--- config.mk ---
export PLATFORM = sky130hd
export DESIGN_NAME = ers_sched
export DESIGN_NICKNAME = d
export VERILOG_FILES = /design/src/rtl/ers_pkg.sv /design/src/rtl/ers_tick_timer.sv /design/src/rtl/ers_lowest_set.sv /design/src/rtl/ers_blk_list.sv /design/src/rtl/ers_sched.sv
export SDC_FILE = /design/constraint.sdc
export NUM_CORES = 1
export LEC_CHECK = 0
export ABC_AREA = 1
export BUFFER_PORTS_ARGS = -buffer_cell sky130_fd_sc_hd__buf_2
export CAP_MARGIN = 25
export CORE_AREA = 2 2 148 150
export CTS_CLUSTER_DIAMETER = 200
export DETAILED_ROUTE_END_ITERATION = 8
export DIE_AREA = 0 0 150 152
export PLACE_DENSITY_LB_ADDON = 0.05
export RECOVER_POWER = 25
export SKIP_CTS_REPAIR_TIMING = 1
export SYNTH_ARGS = -nofsm -noshare
export SYNTH_HDL_FRONTEND = slang
export SYNTH_SLANG_ARGS = --single-unit
export TNS_END_PERCENT = 10
--- constraint.sdc ---
create_clock -name clk_i -period 7.15 [get_ports clk_i]
set_input_delay 1.43 -clock clk_i [delete_from_list [all_inputs] [get_ports clk_i]]
set_output_delay 1.43 -clock clk_i [all_outputs]
set_load 0.05 [all_outputs]
--- src/rtl/ers_pkg.sv ---
package ers_pkg;
  typedef enum logic [2:0] {
    ST_IDLE, ST_COLLECT, ST_PICK, ST_ERASE, ST_SUSP, ST_DRAIN, ST_ABORT
  } ers_state_e;
endpackage

--- src/rtl/ers_tick_timer.sv ---
module ers_tick_timer #(
  parameter int CNT_W = 7
) (
  input  logic             clk_i,
  input  logic             rst_ni,
  input  logic             clear_i,
  input  logic             tick_i,
  input  logic [CNT_W-1:0] limit_i,
  output logic             expire_o
);
  logic [CNT_W-1:0] cnt_q;
  logic             at_end;

  assign at_end   = (cnt_q == CNT_W'(limit_i - 1'b1));
  assign expire_o = tick_i && at_end;

  always_ff @(posedge clk_i or negedge rst_ni) begin
    if (!rst_ni)       cnt_q <= '0;
    else if (clear_i)  cnt_q <= '0;
    else if (tick_i)   cnt_q <= at_end ? '0 : cnt_q + 1'b1;
  end

  AST_CNT_BELOW_LIMIT: assert property (@(posedge clk_i) disable iff (!rst_ni)
    cnt_q < limit_i) else $error("tick count past limit");
endmodule

--- src/rtl/ers_lowest_set.sv ---
module ers_lowest_set #(
  parameter int N = 128,
  parameter int W = 7
) (
  input  logic [N-1:0] vec_i,
  output logic         found_o,
  output logic [W-1:0] idx_o
);
  always_comb begin
    found_o = 1'b0;
    idx_o   = '0;
    for (int i = N - 1; i >= 0; i--) begin
      if (vec_i[i]) begin
        found_o = 1'b1;
        idx_o   = W'(i);
      end
    end
  end

  always_comb begin
    if (found_o) begin
      AST_HIT_IS_SET: assert (vec_i[idx_o]) else $error("picked clear bit");
      AST_HIT_IS_LOWEST: assert ((vec_i & ((N'(1) << idx_o) - N'(1))) == '0)
        else $error("lower bit skipped");
    end
  end
endmodule

--- src/rtl/ers_blk_list.sv ---
module ers_blk_list #(
  parameter int N = 128,
  parameter int W = 7
) (
  input  logic         clk_i,
  input  logic         rst_ni,
  input  logic         flush_i,
  input  logic         set_i,
  input  logic [W-1:0] set_idx_i,
  input  logic         clr_i,
  input  logic [W-1:0] clr_idx_i,
  output logic [N-1:0] map_o
);
  for (genvar g = 0; g < N; g++) begin : g_bit
    logic bit_q;
    always_ff @(posedge clk_i or negedge rst_ni) begin
      if (!rst_ni)                                bit_q <= 1'b0;
      else if (flush_i)                           bit_q <= 1'b0;
      else if (set_i && (set_idx_i == W'(g)))     bit_q <= 1'b1;
      else if (clr_i && (clr_idx_i == W'(g)))     bit_q <= 1'b0;
    end
    assign map_o[g] = bit_q;
  end
endmodule

--- src/rtl/ers_sched.sv ---
module ers_sched
  import ers_pkg::*;
#(
  parameter int NUM_BLOCKS  = 128,
  parameter int WIN_TICKS   = 50,
  parameter int ABORT_TICKS = 10,
  parameter int DRAIN_TICKS = 80,
  localparam int BLK_W      = $clog2(NUM_BLOCKS)
) (
  input  logic                  clk_i,
  input  logic                  rst_ni,
  input  logic                  us_tick_i,
  input  logic                  sel_valid_i,
  input  logic [BLK_W-1:0]      sel_blk_i,
  input  logic                  suspend_i,
  input  logic                  resume_i,
  input  logic                  rd_array_i,
  input  logic                  abort_i,
  input  logic [NUM_BLOCKS-1:0] prot_i,
  input  logic                  erase_done_i,
  output logic                  erase_req_o,
  output logic [BLK_W-1:0]      erase_blk_o,
  output logic                  busy_o,
  output logic                  suspended_o,
  output logic [BLK_W-1:0]      cur_blk_o
);
  localparam int MAX_A = (WIN_TICKS > ABORT_TICKS) ? WIN_TICKS : ABORT_TICKS;
  localparam int MAX_T = (MAX_A > DRAIN_TICKS) ? MAX_A : DRAIN_TICKS;
  localparam int CNT_W = $clog2(MAX_T + 1);

  ers_state_e            state_q, state_d;
  logic [BLK_W-1:0]      cur_q, cur_d;
  logic                  pend_q, pend_d;
  logic                  any_q, any_d;
  logic [NUM_BLOCKS-1:0] map, cand;
  logic                  found, expire, tmr_clear, sel_accept, list_flush, list_clr;
  logic [BLK_W-1:0]      low_idx;
  logic [CNT_W-1:0]      limit;

  assign cand = map & ~prot_i;

  assign sel_accept = sel_valid_i &&
                      ((state_q == ST_IDLE) ||
                       ((state_q == ST_COLLECT) && !abort_i && !suspend_i));
  assign list_flush = ((state_q == ST_COLLECT) && abort_i) ||
                      ((state_q == ST_PICK) && !found);
  assign list_clr   = (state_q == ST_ERASE) && erase_done_i;
  assign tmr_clear  = sel_accept || (state_d != state_q);

  always_comb begin
    case (state_q)
      ST_DRAIN: limit = CNT_W'(DRAIN_TICKS);
      ST_ABORT: limit = CNT_W'(ABORT_TICKS);
      default:  limit = CNT_W'(WIN_TICKS);
    endcase
  end

  ers_blk_list #(.N(NUM_BLOCKS), .W(BLK_W)) u_list (
    .clk_i     (clk_i),
    .rst_ni    (rst_ni),
    .flush_i   (list_flush),
    .set_i     (sel_accept),
    .set_idx_i (sel_blk_i),
    .clr_i     (list_clr),
    .clr_idx_i (cur_q),
    .map_o     (map)
  );

  ers_lowest_set #(.N(NUM_BLOCKS), .W(BLK_W)) u_pick (
    .vec_i   (cand),
    .found_o (found),
    .idx_o   (low_idx)
  );

  ers_tick_timer #(.CNT_W(CNT_W)) u_tmr (
    .clk_i    (clk_i),
    .rst_ni   (rst_ni),
    .clear_i  (tmr_clear),
    .tick_i   (us_tick_i),
    .limit_i  (limit),
    .expire_o (expire)
  );

  always_comb begin
    state_d = state_q;
    cur_d   = cur_q;
    pend_d  = pend_q;
    any_d   = any_q;
    unique case (state_q)
      ST_IDLE: if (sel_valid_i) begin
        state_d = ST_COLLECT;
        pend_d  = 1'b0;
        any_d   = 1'b0;
      end
      ST_COLLECT: begin
        if (abort_i)                        state_d = ST_ABORT;
        else if (suspend_i) begin
          state_d = ST_SUSP;            // immediate: nothing started yet
          cur_d   = low_idx;
        end
        else if (!sel_valid_i && expire)    state_d = ST_PICK;
      end
      ST_PICK: begin
        if (found) begin
          cur_d   = low_idx;
          state_d = (pend_q || suspend_i) ? ST_SUSP : ST_ERASE;
        end else begin
          state_d = any_q ? ST_IDLE : ST_DRAIN;
        end
        pend_d = 1'b0;
      end
      ST_ERASE: begin
        if (suspend_i) pend_d = 1'b1;   // honoured at next step boundary
        if (erase_done_i) begin
          any_d   = 1'b1;
          state_d = ST_PICK;
        end
      end
      ST_SUSP:  if (resume_i && rd_array_i) state_d = ST_PICK;
      ST_DRAIN: if (expire) state_d = ST_IDLE;
      ST_ABORT: if (expire) state_d = ST_IDLE;
      default:  state_d = ST_IDLE;
    endcase
  end

  always_ff @(posedge clk_i or negedge rst_ni) begin
    if (!rst_ni) begin
      state_q <= ST_IDLE;
      cur_q   <= '0;
      pend_q  <= 1'b0;
      any_q   <= 1'b0;
    end else begin
      state_q <= state_d;
      cur_q   <= cur_d;
      pend_q  <= pend_d;
      any_q   <= any_d;
    end
  end

  assign erase_req_o = (state_q == ST_ERASE);
  assign erase_blk_o = cur_q;
  assign cur_blk_o   = cur_q;
  assign suspended_o = (state_q == ST_SUSP);
  assign busy_o      = (state_q != ST_IDLE) && (state_q != ST_SUSP);

  AST_REQ_HOLD: assert property (@(posedge clk_i) disable iff (!rst_ni)
    erase_req_o && !erase_done_i |=> erase_req_o && $stable(erase_blk_o))
    else $error("request dropped early");
  AST_REQ_RELEASE: assert property (@(posedge clk_i) disable iff (!rst_ni)
    erase_req_o && erase_done_i |=> !erase_req_o)
    else $error("request held after done");
  AST_SUSP_WAITS: assert property (@(posedge clk_i) disable iff (!rst_ni)
    erase_req_o && !erase_done_i |=> !suspended_o)
    else $error("suspend cut an erase step");
  AST_SUSP_HOLD: assert property (@(posedge clk_i) disable iff (!rst_ni)
    suspended_o && !(resume_i && rd_array_i) |=> suspended_o)
    else $error("left suspend without valid resume");
  AST_NO_PROT_REQ: assert property (@(posedge clk_i) disable iff (!rst_ni)
    $rose(erase_req_o) |-> !prot_i[erase_blk_o])
    else $error("protected block requested");
endmodule

**After elaboration in Yosys (flattened, before gate mapping)**

Cells that the tools add are included.

- Logic and storage cells: 1484
- Register bits after elaboration: 147
- Input port bits: 144
- Output and inout bits: 17

- Equal/unequal tests: 269
- Add/sub/neg operators: 2
- Reduce and logical (&&, ||, !) cells: 414
- Mux-type cells: 664
- Bitwise logic cells: 2

Operators by type and width:

| operator | number |
|---|---|
| $mux 7 | 134 |
| $eq 7x7->1 const B | 128 |
| $mux 1 | 515 |
| $eq 7x6->1 const B | 64 |
| $reduce_bool 3->1 | 130 |
| $logic_and 1x1->1 | 266 |
| $eq 7x5->1 const B | 32 |
| $and 128x128->128 | 1 |
| $not 128->128 | 1 |
| $eq 7x4->1 const B | 16 |
| $eq 7x3->1 const B | 8 |
| $mux 3 | 10 |
| $eq 7x2->1 const B | 4 |
| $pmux 7 s2 | 2 |
| $pmux 3 s6 | 1 |
| $eq 7x1->1 const B | 2 |
| $logic_not 7->1 | 2 |
| $ne 2x2->1 const B | 6 |
| $eq 3x3->1 const B | 3 |
| $add 7x1->7 const B | 1 |
| $eq 7x7->1 | 1 |
| $sub 7x1->7 const B | 1 |
| $eq 3x2->1 const B | 2 |
| $reduce_and 3->1 | 2 |
| other kinds (11) | 19 |

**Logic depth before layout (Yosys ltp)**

Gate-level depths: netlist of run 1.

- Word-level depth: 135
- Gate-level depth with buffers: 130
- Gate-level depth less buffers: 130

**Modules after synthesis**

Synthesis of run 1 repeated with hierarchy kept, for this count alone.

- Cell total of the unflattened synthesis: 1869
- Area, all modules: 12012.8 sq um

Modules (own cells, without submodules):

| module | cells each | area an instance (sq um) | times used |
|---|---|---|---|
| ers_blk_list | 906 | 7106.8 | 1 |
| ers_lowest_set | 471 | 2343.5 | 1 |
| ers_sched | 376 | 1825.5 | 1 |
| ers_tick_timer | 116 | 737.0 | 1 |

**Worst setup path before layout of run 1**

OpenSTA, ideal clock, no wires.

- Path type: input to register
- Start: input port prot_i[126]
- End: register cur_q[0] (netlist: cur_blk_o[0])
- Arrival: 6.867 ns
- Cell stages on the path: 130
- Path buffers: 0
- Path slack: 0.165 ns
- Path through: inv_1 > nand2_1 > nand2_1 > nand2_1 > nand2_1 > nand2_1 > nand2_1 > nand2_1 > nand2_1 > nand2_1 > nand2_1 > nand2_1 > nand2_1 > nand2_1 > nand2_1 > nand2_1 > nand2_1 > nand2_1 > (+94 left out) > nand2_1 > nand2_1 > nand2_1 > nand2_1 > nand2_1 > nand2_1 > nand2_1 > nand2_1 > nand2_1 > nand2_1 > nand2_1 > nand2_1 > nand2_1 > nand2_1 > nand2_1 > nand2_1 > nand2_1 > nand2_1

- Cells in the longest elaborated chain, start to end: 132
- Elaborated cells between the ends (all ways): 262
- Classes of those cells: eq/ne (1); mux (258); bitwise (2); reduce/logical (1)

RTL lines:

| what | RTL line | RTL |
|---|---|---|
| from (decl) | ers_sched.sv:19 | `input logic [NUM_BLOCKS-1:0] prot_i,` |
| $not 128->128 * | ers_sched.sv:40 | `assign cand = map & ~prot_i;` |
| $and 128x128->128 * | ers_sched.sv:40 |  |
| $mux 7 (127 in a row) | ers_lowest_set.sv:13 | `if (vec_i[i]) begin` |
| $mux 7 | ers_sched.sv:97 | `else if (suspend_i) begin` |
| $mux 7 | ers_sched.sv:96 | `if (abort_i) state_d = ST_ABORT;` |
| $pmux 7 s2 | ers_sched.sv:89 | `unique case (state_q)` |
| to (signal assigned) | ers_sched.sv:134 | `cur_q <= cur_d;` |
| to (decl) | ers_sched.sv:32 | `logic [BLK_W-1:0] cur_q, cur_d;` |

Every way passes the cells marked *; elsewhere a longest branch is shown, timed or not. The select of a mux whose other input is x is not followed.
A chain may end at the register's enable or synchronous reset.

**Worst setup path after layout of run 1**

Ends and elaborated chain as after synthesis.

==> out/results.ini, run 1 <==
[power_and_ir_drop]
p_int_mw = 2.08
p_sw_frac = 0.419
power_leakage_nw = 6.19
p_switching_mw = 1.50
power_density_mw_per_mm2 = 317
pwr-share-comb = 0.413
p_clk_frac = 0.313
ir_worst_vdd_mv = 0.255
seq_power_share = 0.273

[status]
violations = capacitance limit, slew limit, setup timing
status = complete, but fails checks

[worst_setup_path]
crit_family = simple AND/OR/NAND/NOR gates
required_ns = 7.48
crit_path_start_kind = primary input
cp_slowest_cell = buf_2
worstSetupPathType = in -> reg
crit_top_cell = nand2_1
timing.critical_path.buf_inv = 2
critPathCaptureType = register
cp.arrival_ns = 7.68
crit_path_max_incr_delay_ns = 0.10
critPathMaxFanout = 2

[timing]
fmax_mhz = 136
finalCritPeriodShare = 1.03
tightestPinTransition_ns = 4.27
fin_skew_ns = 0.00863
hold_viol = 0
finalSetupViolCount = 1
final.min_clock_period_ns = 7.35
timing.final.ws_setup_ns = -0.198
rsz0062_at_grt = yes
final_max_slew_viol_count = 77
slew-limit-headroom = -1.85

[cells_and_area]
final_cell_mix = 414 x nand2_1, 159 x inv_1, 159 x nor2_1, 158 x buf_2, 147 x dfrtp_1
final_common_cell = nand2_1
drive_above_1_share = 0.201
area_delta_synth_final_pct = 20.5
antenna_cells = 0
layout.cells.non_filler = 1884
final_nets = 1739

[place]
place_inst = 1849
port_buffers = 160
pre_cts_slack_ns = -0.668
gp_congestion = 0.941
dp_hpwl_um = 24300

[floorplan]
coreArea_sq_mm = 0.0214
io_pins = 161
die_w_um = 150
num_rows = 54
die_h_um = 152
die-area_sq_mm = 0.0228
start_util = 0.439

[grt]
grt.total_usage = 0.302
first_global_vias = 9218
grt_max_degree = 113
antenna_found_initial = 0
grt_pass1_wl_um = 51800
overflow = 0

[logic_synthesis]
syn_area_sq_mm = 0.00938
syn_inst = 1431
synth_edf_count = 0
syn_nets = 1578
synth-seq-area-share = 0.392
yosysUniqueCellTypes = 37
synth_ff_type = dfrtp_1
avgSynthCellArea_sq_um = 6.56
synth_seq_cells = 147
yosys_warnings = 0
synthArstFlopShare = 1.00

[drt]
drt_first_pass_iters = 6
vias = 9949
drt_iter0_markers = 784
wl_um = 34400
wl_per_cell_um = 18.3
viasPerCell = 5.28
route.detailed.drc = 0
ant_nets = 0

[clock_tree]
cts_tree = built
clkTransAtPathRegs_ns = 0.06
cts_root_buffer = clkbuf_16
clk_path_buf_depth = 2
numCtsBuffers = 17
clock-sinks = 147
cts.htree.levels = 4
clock_latency_ns = 0.44

[flow_run]
max-cap-violations = 1

[hold_path]
holdCritPathClass = reg -> reg

layer usage:
layer / GRT usage / routed length (um) / vias to the layer above
met3: 0.0601 / 2810 / 58
li1: - / - / 4879
met4: 0.111 / 981 / 0
met1: 0.410 / 14700 / 4590
met2: 0.478 / 15900 / 422
met5: 0 / 0 / -
through the flow:
stage	util	power [mW]	TNS (ns)	area, sq um	hold slack, ns
after floorplan	-	2.03	0	9380	0.454
after global placement	0.493	2.45	-0.638	10500	0.481
after detailed placement	0.494	2.45	-0.668	10600	0.476
after CTS	0.528	3.56	-0.262	11300	0.491
after global routing	0.529	3.80	-1.52	11300	0.516
final	0.529	3.58	-0.198	11300	0.485
final timing paths:
check / cells after the start / from / slack, ns / endpoint
worst max-delay path: 131 / prot_i[126] / -0.20 / cur_blk_o[0]
worst min-delay path: 2 / pend_q / 0.49 / pend_q
worst min register to register: 2 / pend_q / 0.49 / pend_q
max in group asynchronous: 2 / rst_ni / 2.01 / u_list.g_bit[73].bit_q
worst max register to register: 130 / u_list.g_bit[127].bit_q / 0.48 / cur_blk_o[0]
min in group asynchronous: 1 / rst_ni / 2.49 / u_tmr.cnt_q[0]
logic make-up (layout without fill, tap and decap cells):
kind of cell / after synthesis / after routing / share of synthesized area
xor+xnor: 4 / 4 / 0.00374
compound gates: 297 / 297 / 0.166
simple gates: 753 / 753 / 0.341
fa+ha+maj: 3 / 3 / 0.00400
flops: 147 / 147 / 0.392
buf+inv: 227 / 400 / 0.0936
area by class of cell:
| cell class | instances | area [sq um] |
|---|---|---|
| inverter | 186 | 698 |
| fill | 2251 | 10000 |
| clock inverter | 9 | 248 |
| timing repair buffer | 183 | 987 |
| sequential | 147 | 3680 |
| tap | 280 | 350 |
| clock buffer | 22 | 474 |
| multi-input combinational | 1057 | 4860 |
cells in the mapped netlist (2+ instances only):
cell | count | area, sq um
ha_1 | 3 | 37.5
buf_4 | 7 | 52.6
o21ai_0 | 128 | 641
and3_1 | 2 | 12.5
nand4_1 | 3 | 18.8
nor3_1 | 31 | 155
a21oi_1 | 134 | 671
nor4_1 | 7 | 43.8
o21ai_1 | 6 | 30.0
nand2_4 | 4 | 45.0
clkbuf_1 | 30 | 113
xor2_1 | 3 | 26.3
inv_2 | 22 | 82.6
nor2_1 | 159 | 597
nand3_1 | 48 | 240
o211ai_1 | 2 | 15.0
nand2_1 | 416 | 1560
a31oi_1 | 4 | 25.0
buf_1 | 4 | 15.0
o22ai_1 | 2 | 12.5
inv_1 | 160 | 601
dfrtp_1 | 147 | 3680
nand2_2 | 78 | 488
clkinv_1 | 4 | 15.0
o31ai_1 | 15 | 113
flip-flops by register name (all words and copies together), names as in the netlist:
| register | cells |
|---|---|
| any_q | 1 |
| u_list.g_bit.bit_q | 128 |
| u_tmr.cnt_q | 7 |
| pend_q | 1 |
| state_q | 3 |
| cur_blk_o | 7 |
power groups by stage:
| stage | clock network [mW] | registers [mW] | logic (mW) |
|---|---|---|---|
| 2_1_floorplan | 0 | 1.01 | 1.02 |
| 5_1_grt | 1.16 | 0.986 | 1.65 |
| 4_1_cts | 1.12 | 0.977 | 1.47 |
| 3_5_place_dp | 0 | 0.992 | 1.46 |
| 6_report | 1.12 | 0.978 | 1.48 |
| 3_3_place_gp | 0 | 0.990 | 1.46 |
worst register-to-register path: cells and delay by family, from the launching register on:
| kind | cells | cell delay [ns] |
|---|---|---|
| DFF | 1 | 0.40 |
| buffers and inverters | 1 | 0.09 |
| and+or+nand+nor | 129 | 6.01 |
(Power assumes the default switching activity.)
==> run 2, diff against run 1 <==
REMOVE_ABC_BUFFERS = 1   (was default)
==> out/results.ini, run 2 (synthesis results as in run 1) <==
[status]
status = complete, but fails checks
violations = capacitance limit, slew limit, setup timing

[power_and_ir_drop]
p_sw_frac = 0.434  ; +0.0148
p_switching_mw = 1.49  ; -0.50%
pwr-share-comb = 0.430  ; +0.017
p_int_mw = 1.95  ; -6.4%
seq_power_share = 0.285  ; +0.012
power_leakage_nw = 6.16  ; -0.35%
power_density_mw_per_mm2 = 306  ; -3.3%
ir_worst_vdd_mv = 0.190  ; -25%
p_clk_frac = 0.285  ; -0.028

[timing]
hold_viol = 0  ; unchanged
fmax_mhz = 137  ; +0.32%
final.min_clock_period_ns = 7.32  ; -0.0235 ns
rsz0062_at_grt = yes
finalCritPeriodShare = 1.02  ; -0.00329
timing.final.ws_setup_ns = -0.175  ; +0.0235 ns
fin_tns_setup_ns = -0.175  ; +0.0235 ns
tightestPinTransition_ns = 5.18  ; +0.911 ns
fin_skew_ns = 0.0106  ; +0.00194 ns
finalSetupViolCount = 1  ; unchanged
slew-limit-headroom = -2.45  ; -0.607
final_max_slew_viol_count = 93  ; +21%

[hold_path]
holdCritPathClass = reg -> reg
holdPathEnd = pend_q
timing.hold.worst.start = pend_q
hold_depth = 2  ; unchanged

[worst_setup_path]
critPathCaptureType = register
cp_slowest_cell = buf_2
crit_path_max_incr_delay_ns = 0.09  ; about the same
crit_path_start_kind = primary input
crit_top_cell = nand2_1
critPathMaxFanout = 2  ; unchanged
r2r_start = u_list.g_bit[127].bit_q
reg2reg_depth = 130  ; unchanged
crit_start = prot_i[126]
rrSetupSlack_ns = 0.52  ; +0.04 ns
reg2reg_to = cur_blk_o[0]
required_ns = 7.47  ; about the same
worstSetupPathType = in -> reg
cp.arrival_ns = 7.64  ; -0.04 ns

[cells_and_area]
largest_reg_flops = 128  ; unchanged
final_nets = 1741  ; +0.12%
area_delta_synth_final_pct = 19.7
final_cell_mix = 415 x nand2_1, 160 x inv_1, 159 x nor2_1, 158 x buf_2, 147 x dfrtp_1
top_register = u_list.g_bit.bit_q
layout.cells.non_filler = 1888  ; +0.21%
final_common_cell = nand2_1
drive_above_1_share = 0.200  ; -0.000873

[clock_tree]
cts_root_buffer = clkbuf_16
numCtsBuffers = 17  ; unchanged
clkTransAtPathRegs_ns = 0.06  ; about the same
clk_path_buf_depth = 2  ; unchanged
clock_latency_ns = 0.43  ; about the same
clock-sinks = 147  ; unchanged
cts_tree = built
cts.htree.levels = 4  ; unchanged

[grt]
grt_pass1_wl_um = 52200  ; +0.80%
overflow = 0  ; unchanged
antenna_found_initial = 4  ; +4
grt.total_usage = 0.303  ; +0.000945
grt_max_degree = 93  ; -18%
first_global_vias = 9503  ; +3.1%

[floorplan]
num_rows = 54  ; unchanged
start_util = 0.439  ; unchanged
io_pins = 161  ; unchanged
die_h_um = 152  ; unchanged
coreArea_sq_mm = 0.0214  ; unchanged
die-area_sq_mm = 0.0228  ; unchanged
die_w_um = 150  ; unchanged

[place]
port_buffers = 160  ; unchanged
dp_hpwl_um = 24600  ; +1.0%
place_inst = 1853  ; +0.22%
gp_congestion = 0.910  ; -3.2%

[drt]
wl_met3_um = 2890  ; +3.1%
maxUsedRoutingLayer = met5
route.detailed.drc = 0  ; unchanged
viasPerCell = 5.32  ; +0.75%
ant_nets = 0  ; unchanged
wl_um = 34200  ; -0.52%
drt_iter0_markers = 915  ; +17%
met2_length_um = 15100  ; -5.3%
vias = 10000  ; +0.96%
m1WireLength_um = 15200  ; +3.2%
drt_first_pass_iters = 7  ; +1
wl_per_cell_um = 18.1  ; -0.73%

[flow_run]
max-cap-violations = 1  ; unchanged

==> run 2: power groups by stage <==
stage	sequential [mW]	combinational, mW	clock, mW
2_1_floorplan	1.05	0.934	0
3_3_place_gp	0.992	1.44	0
3_5_place_dp	0.991	1.46	0
4_1_cts	0.977	1.47	0.985
5_1_grt	0.986	1.68	1.02
6_report	0.979	1.48	0.981
==> run 2: stage by stage <==
step           hold WS [ns]  utilization  total power [mW]  setup WS (ns)  instance area (sq um)
2_1_floorplan         0.454            -              1.99          -3.56                   9200
3_3_place_gp          0.482        0.492              2.43         -0.642                  10500
3_5_place_dp          0.492        0.496              2.46         -0.657                  10600
4_1_cts               0.506        0.525              3.43         -0.236                  11200
5_1_grt               0.564        0.526              3.69          -1.65                  11200
6_report              0.499        0.526              3.44         -0.175                  11200
==> run 2: worst max-delay path, delay by kind of cell <==
family	cells	cell delay, ns
buffers and inverters	2	0.13
AND/OR/NAND/NOR	129	6.01
==> run 2: worst max path at each step <==
stage              endpoint  slack (ns)  cells after the start
6_report       cur_blk_o[0]       -0.17                    131
5_1_grt        cur_blk_o[0]       -1.65                    131
4_1_cts        cur_blk_o[0]       -0.24                    131
3_5_place_dp   cur_blk_o[0]       -0.66                    131
3_3_place_gp   cur_blk_o[0]       -0.64                    131
2_1_floorplan  cur_blk_o[0]       -3.56                     15
==> run 2: cell type report <==
type	count	area, sq um
antenna	2	5.00
clock buffer	20	437
clock inverter	11	185
fill	2225	10100
inverter	186	698
multi-input combinational	1057	4850
sequential	147	3680
tap	280	350
timing repair buffer	185	1030
==> run 2: routing by layer <==
| metal | track usage | vias to the layer above |
|---|---|---|
| met5 | 0 | - |
| met4 | 0.0979 | 2 |
| met3 | 0.0619 | 71 |
| met2 | 0.459 | 429 |
| met1 | 0.434 | 4675 |
| li1 | - | 4868 |
==> run 3, diff against run 2 <==
CORE_AREA = 2 2 167 169   (was 2 2 148 150)
DIE_AREA = 0 0 169 171   (was 0 0 150 152)
SYNTH_HIERARCHICAL = 1   (was default)
==> out/results.ini, run 3 <==
[logic_synthesis]
yosys_warnings = 6  ; +6
yosysUniqueCellTypes = 41  ; +11%
synthArstFlopShare = 1.00  ; unchanged
syn_inst = 1869  ; +31%
synth_ff_type = dfrtp_1
synth_seq_cells = 147  ; unchanged
synth_area_leaders = dfrtp_1 31%, nand2_1 17%, inv_1 8.9%
syn_area_sq_mm = 0.0120  ; +28%
synth_edf_count = 0  ; unchanged
synth_common_cells = 542 x nand2_1, 286 x inv_1, 266 x nor2_1
synth-seq-area-share = 0.306  ; -0.0859
yosysTopAreaCell = dfrtp_1
synth_most_common_cell = nand2_1
avgSynthCellArea_sq_um = 6.43  ; -2.0%
synth.top_cell.area_share = 0.306  ; -0.0859

[clock_tree]
numCtsBuffers = 17  ; unchanged
clock-sinks = 147  ; unchanged
clkTransAtPathRegs_ns = 0.07  ; about the same
clk_path_buf_depth = 2  ; unchanged
cts_root_buffer = clkbuf_16
cts.htree.levels = 4  ; unchanged
clock_latency_ns = 0.43  ; about the same
cts_tree = built

[power_and_ir_drop]
p_clk_frac = 0.243  ; -0.042
pwr-share-comb = 0.485  ; +0.055
ir_worst_vdd_mv = 0.336  ; +76%
total_power_mw = 3.73  ; +8.4%
p_switching_mw = 1.79  ; +20%
power_density_mw_per_mm2 = 287  ; -6.4%
p_sw_frac = 0.481  ; +0.0468
seq_power_share = 0.271  ; -0.014
p_int_mw = 1.94  ; -0.55%
power_leakage_nw = 6.18  ; +0.18%

[cells_and_area]
final_cell_area_sq_mm = 0.0130  ; +16%
final_cell_mix = 541 x nand2_1, 285 x inv_1, 263 x nor2_1, 158 x buf_2, 147 x dfrtp_1
final_common_cell = nand2_1
top_register = u_list/g_bit.bit_q
final_nets = 2060  ; +18%
fillCellCount = 2923  ; +31%
layout.cells.non_filler = 2274  ; +20%
largest_reg_flops = 128  ; unchanged
seq_area_sq_mm = 0.00368  ; unchanged
drive_above_1_share = 0.174  ; -0.0260
multi_input_area_sq_mm = 0.00548  ; +13%
area_delta_synth_final_pct = 8.29

[timing]
finalSetupViolCount = 1  ; unchanged
tightestPinTransition_ns = 5.00  ; -0.179 ns
fin_skew_ns = 0.0135  ; +0.00289 ns
timing.final.ws_setup_ns = -0.320  ; -0.145 ns
slew-limit-headroom = -2.33  ; +0.120
final.min_clock_period_ns = 7.47  ; +0.145 ns
rsz0062_at_grt = yes
fmax_mhz = 134  ; -1.9%
fin_tns_setup_ns = -0.320  ; -0.145 ns
final_max_slew_viol_count = 86  ; -7.5%
hold_viol = 0  ; unchanged
finalCritPeriodShare = 1.04  ; +0.0202

[grt]
first_global_vias = 10600  ; +11%
grt_pass1_wl_um = 58900  ; +13%
overflow = 0  ; unchanged
antenna_found_initial = 1  ; -3
grt.total_usage = 0.267  ; -0.0361
grt_max_degree = 86  ; -7.5%

[worst_setup_path]
cp.arrival_ns = 7.82  ; +0.18 ns
crit_path_max_incr_delay_ns = 0.12  ; +0.03 ns
cp_slowest_cell = nor2_2
critPathCaptureType = register
timing.critical_path.buf_inv = 1  ; -1
crit_top_cell = nand2_1
worstSetupPathType = in -> reg
crit_family = simple AND/OR/NAND/NOR gates
critPathMaxFanout = 2  ; unchanged
required_ns = 7.50  ; +0.03 ns
crit_path_start_kind = primary input

[drt]
viasPerCell = 4.93  ; -7.3%
wl_per_cell_um = 16.7  ; -8.2%
ant_nets = 0  ; unchanged
drt_iter0_markers = 976  ; +6.7%
vias = 11200  ; +12%
route.detailed.drc = 0  ; unchanged
drt_first_pass_iters = 6  ; -1
wl_um = 37900  ; +11%

[floorplan]
start_util = 0.440  ; about the same
coreArea_sq_mm = 0.0273  ; +28%
die-area_sq_mm = 0.0289  ; +27%
die_w_um = 169  ; +13%
num_rows = 61  ; +13%
io_pins = 161  ; unchanged
die_h_um = 171  ; +13%

[place]
pre_cts_slack_ns = -0.890  ; -0.233 ns
gp_congestion = 0.849  ; -6.7%
placed_area_sq_mm = 0.0124  ; +17%
place_inst = 2238  ; +21%
port_buffers = 160  ; unchanged
dp_hpwl_um = 28000  ; +14%

[hold_path]
holdCritPathClass = reg -> reg

[status]
violations = capacitance limit, slew limit, setup timing
status = complete, but fails checks

[flow_run]
max-cap-violations = 1  ; unchanged

## run 3: cell count changes after synthesis, sizes merged, moves of 33 or more
cell    previous run  this run
buf               11       156
nor2             160       277
inv              182       297
o21ai            134        42
nand3             48       131
nand2            498       552
bufinv             0        33
## run 3: path summary, 6_finish.rpt
path	startpoint	endpoint	slack, ns	cells past startpoint
worst max-delay path	prot_i[127]	cur_blk_o[0]	-0.32	128
worst min-delay path	any_q	any_q	0.50	2
worst max register to register	u_list/g_bit[126].bit_q	cur_blk_o[0]	0.37	129
worst min register to register	any_q	any_q	0.50	2
max in group asynchronous	rst_ni	u_list/g_bit[92].bit_q	1.48	2
min in group asynchronous	rst_ni	u_list/g_bit[105].bit_q	2.80	1
## run 3: tightest hold or removal path, delay by kind of cell (launching register included)
kind	cells	cell delay, ns
flops	1	0.36
simple gates	2	0.11
## run 3: metal layers
layer | GRT usage | vias up | wire length [um]
li1 | - | 5665 | -
met3 | 0.0370 | 55 | 2580
met1 | 0.382 | 5117 | 17500
met4 | 0.0948 | 0 | 1090
met5 | 0 | - | 0
met2 | 0.413 | 383 | 16700
## run 3: power groups by stage
stage / Combinational, mW / Clock, mW / Sequential, mW
global route: 2.04 / 0.950 / 1.02
finish: 1.81 / 0.907 / 1.01
global placement: 1.79 / 0 / 1.02
detailed placement: 1.79 / 0 / 1.02
CTS: 1.80 / 0.916 / 1.01
floorplan: 1.11 / 0 / 1.12
## run 3: logic make-up after synthesis
kind of cell / share of synthesized area
AND/OR/NAND/NOR: 0.355
flip-flops: 0.306
other: 0.000312
adder cells (fa/ha/maj): 0.00208
AO/OA/AOI/OAI: 0.0924
buffers and inverters: 0.243
XOR/XNOR: 0.00146
## run 3: final cells by class
| class | count | share of cell area |
|---|---|---|
| multi-input combinational | 1218 | 0.421 |
| sequential | 147 | 0.283 |
| inverter | 330 | 0.130 |
| timing repair buffer | 200 | 0.0874 |
| clock buffer | 18 | 0.0338 |
| tap | 346 | 0.0333 |
| clock inverter | 14 | 0.0112 |
| antenna | 1 | 0.000192 |
## run 3: stage by stage
step,util,hold slack (ns)
floorplan,-,0.442
global placement,0.450,0.477
detailed placement,0.453,0.477
CTS,0.475,0.493
global route,0.476,0.513
finish,0.476,0.496
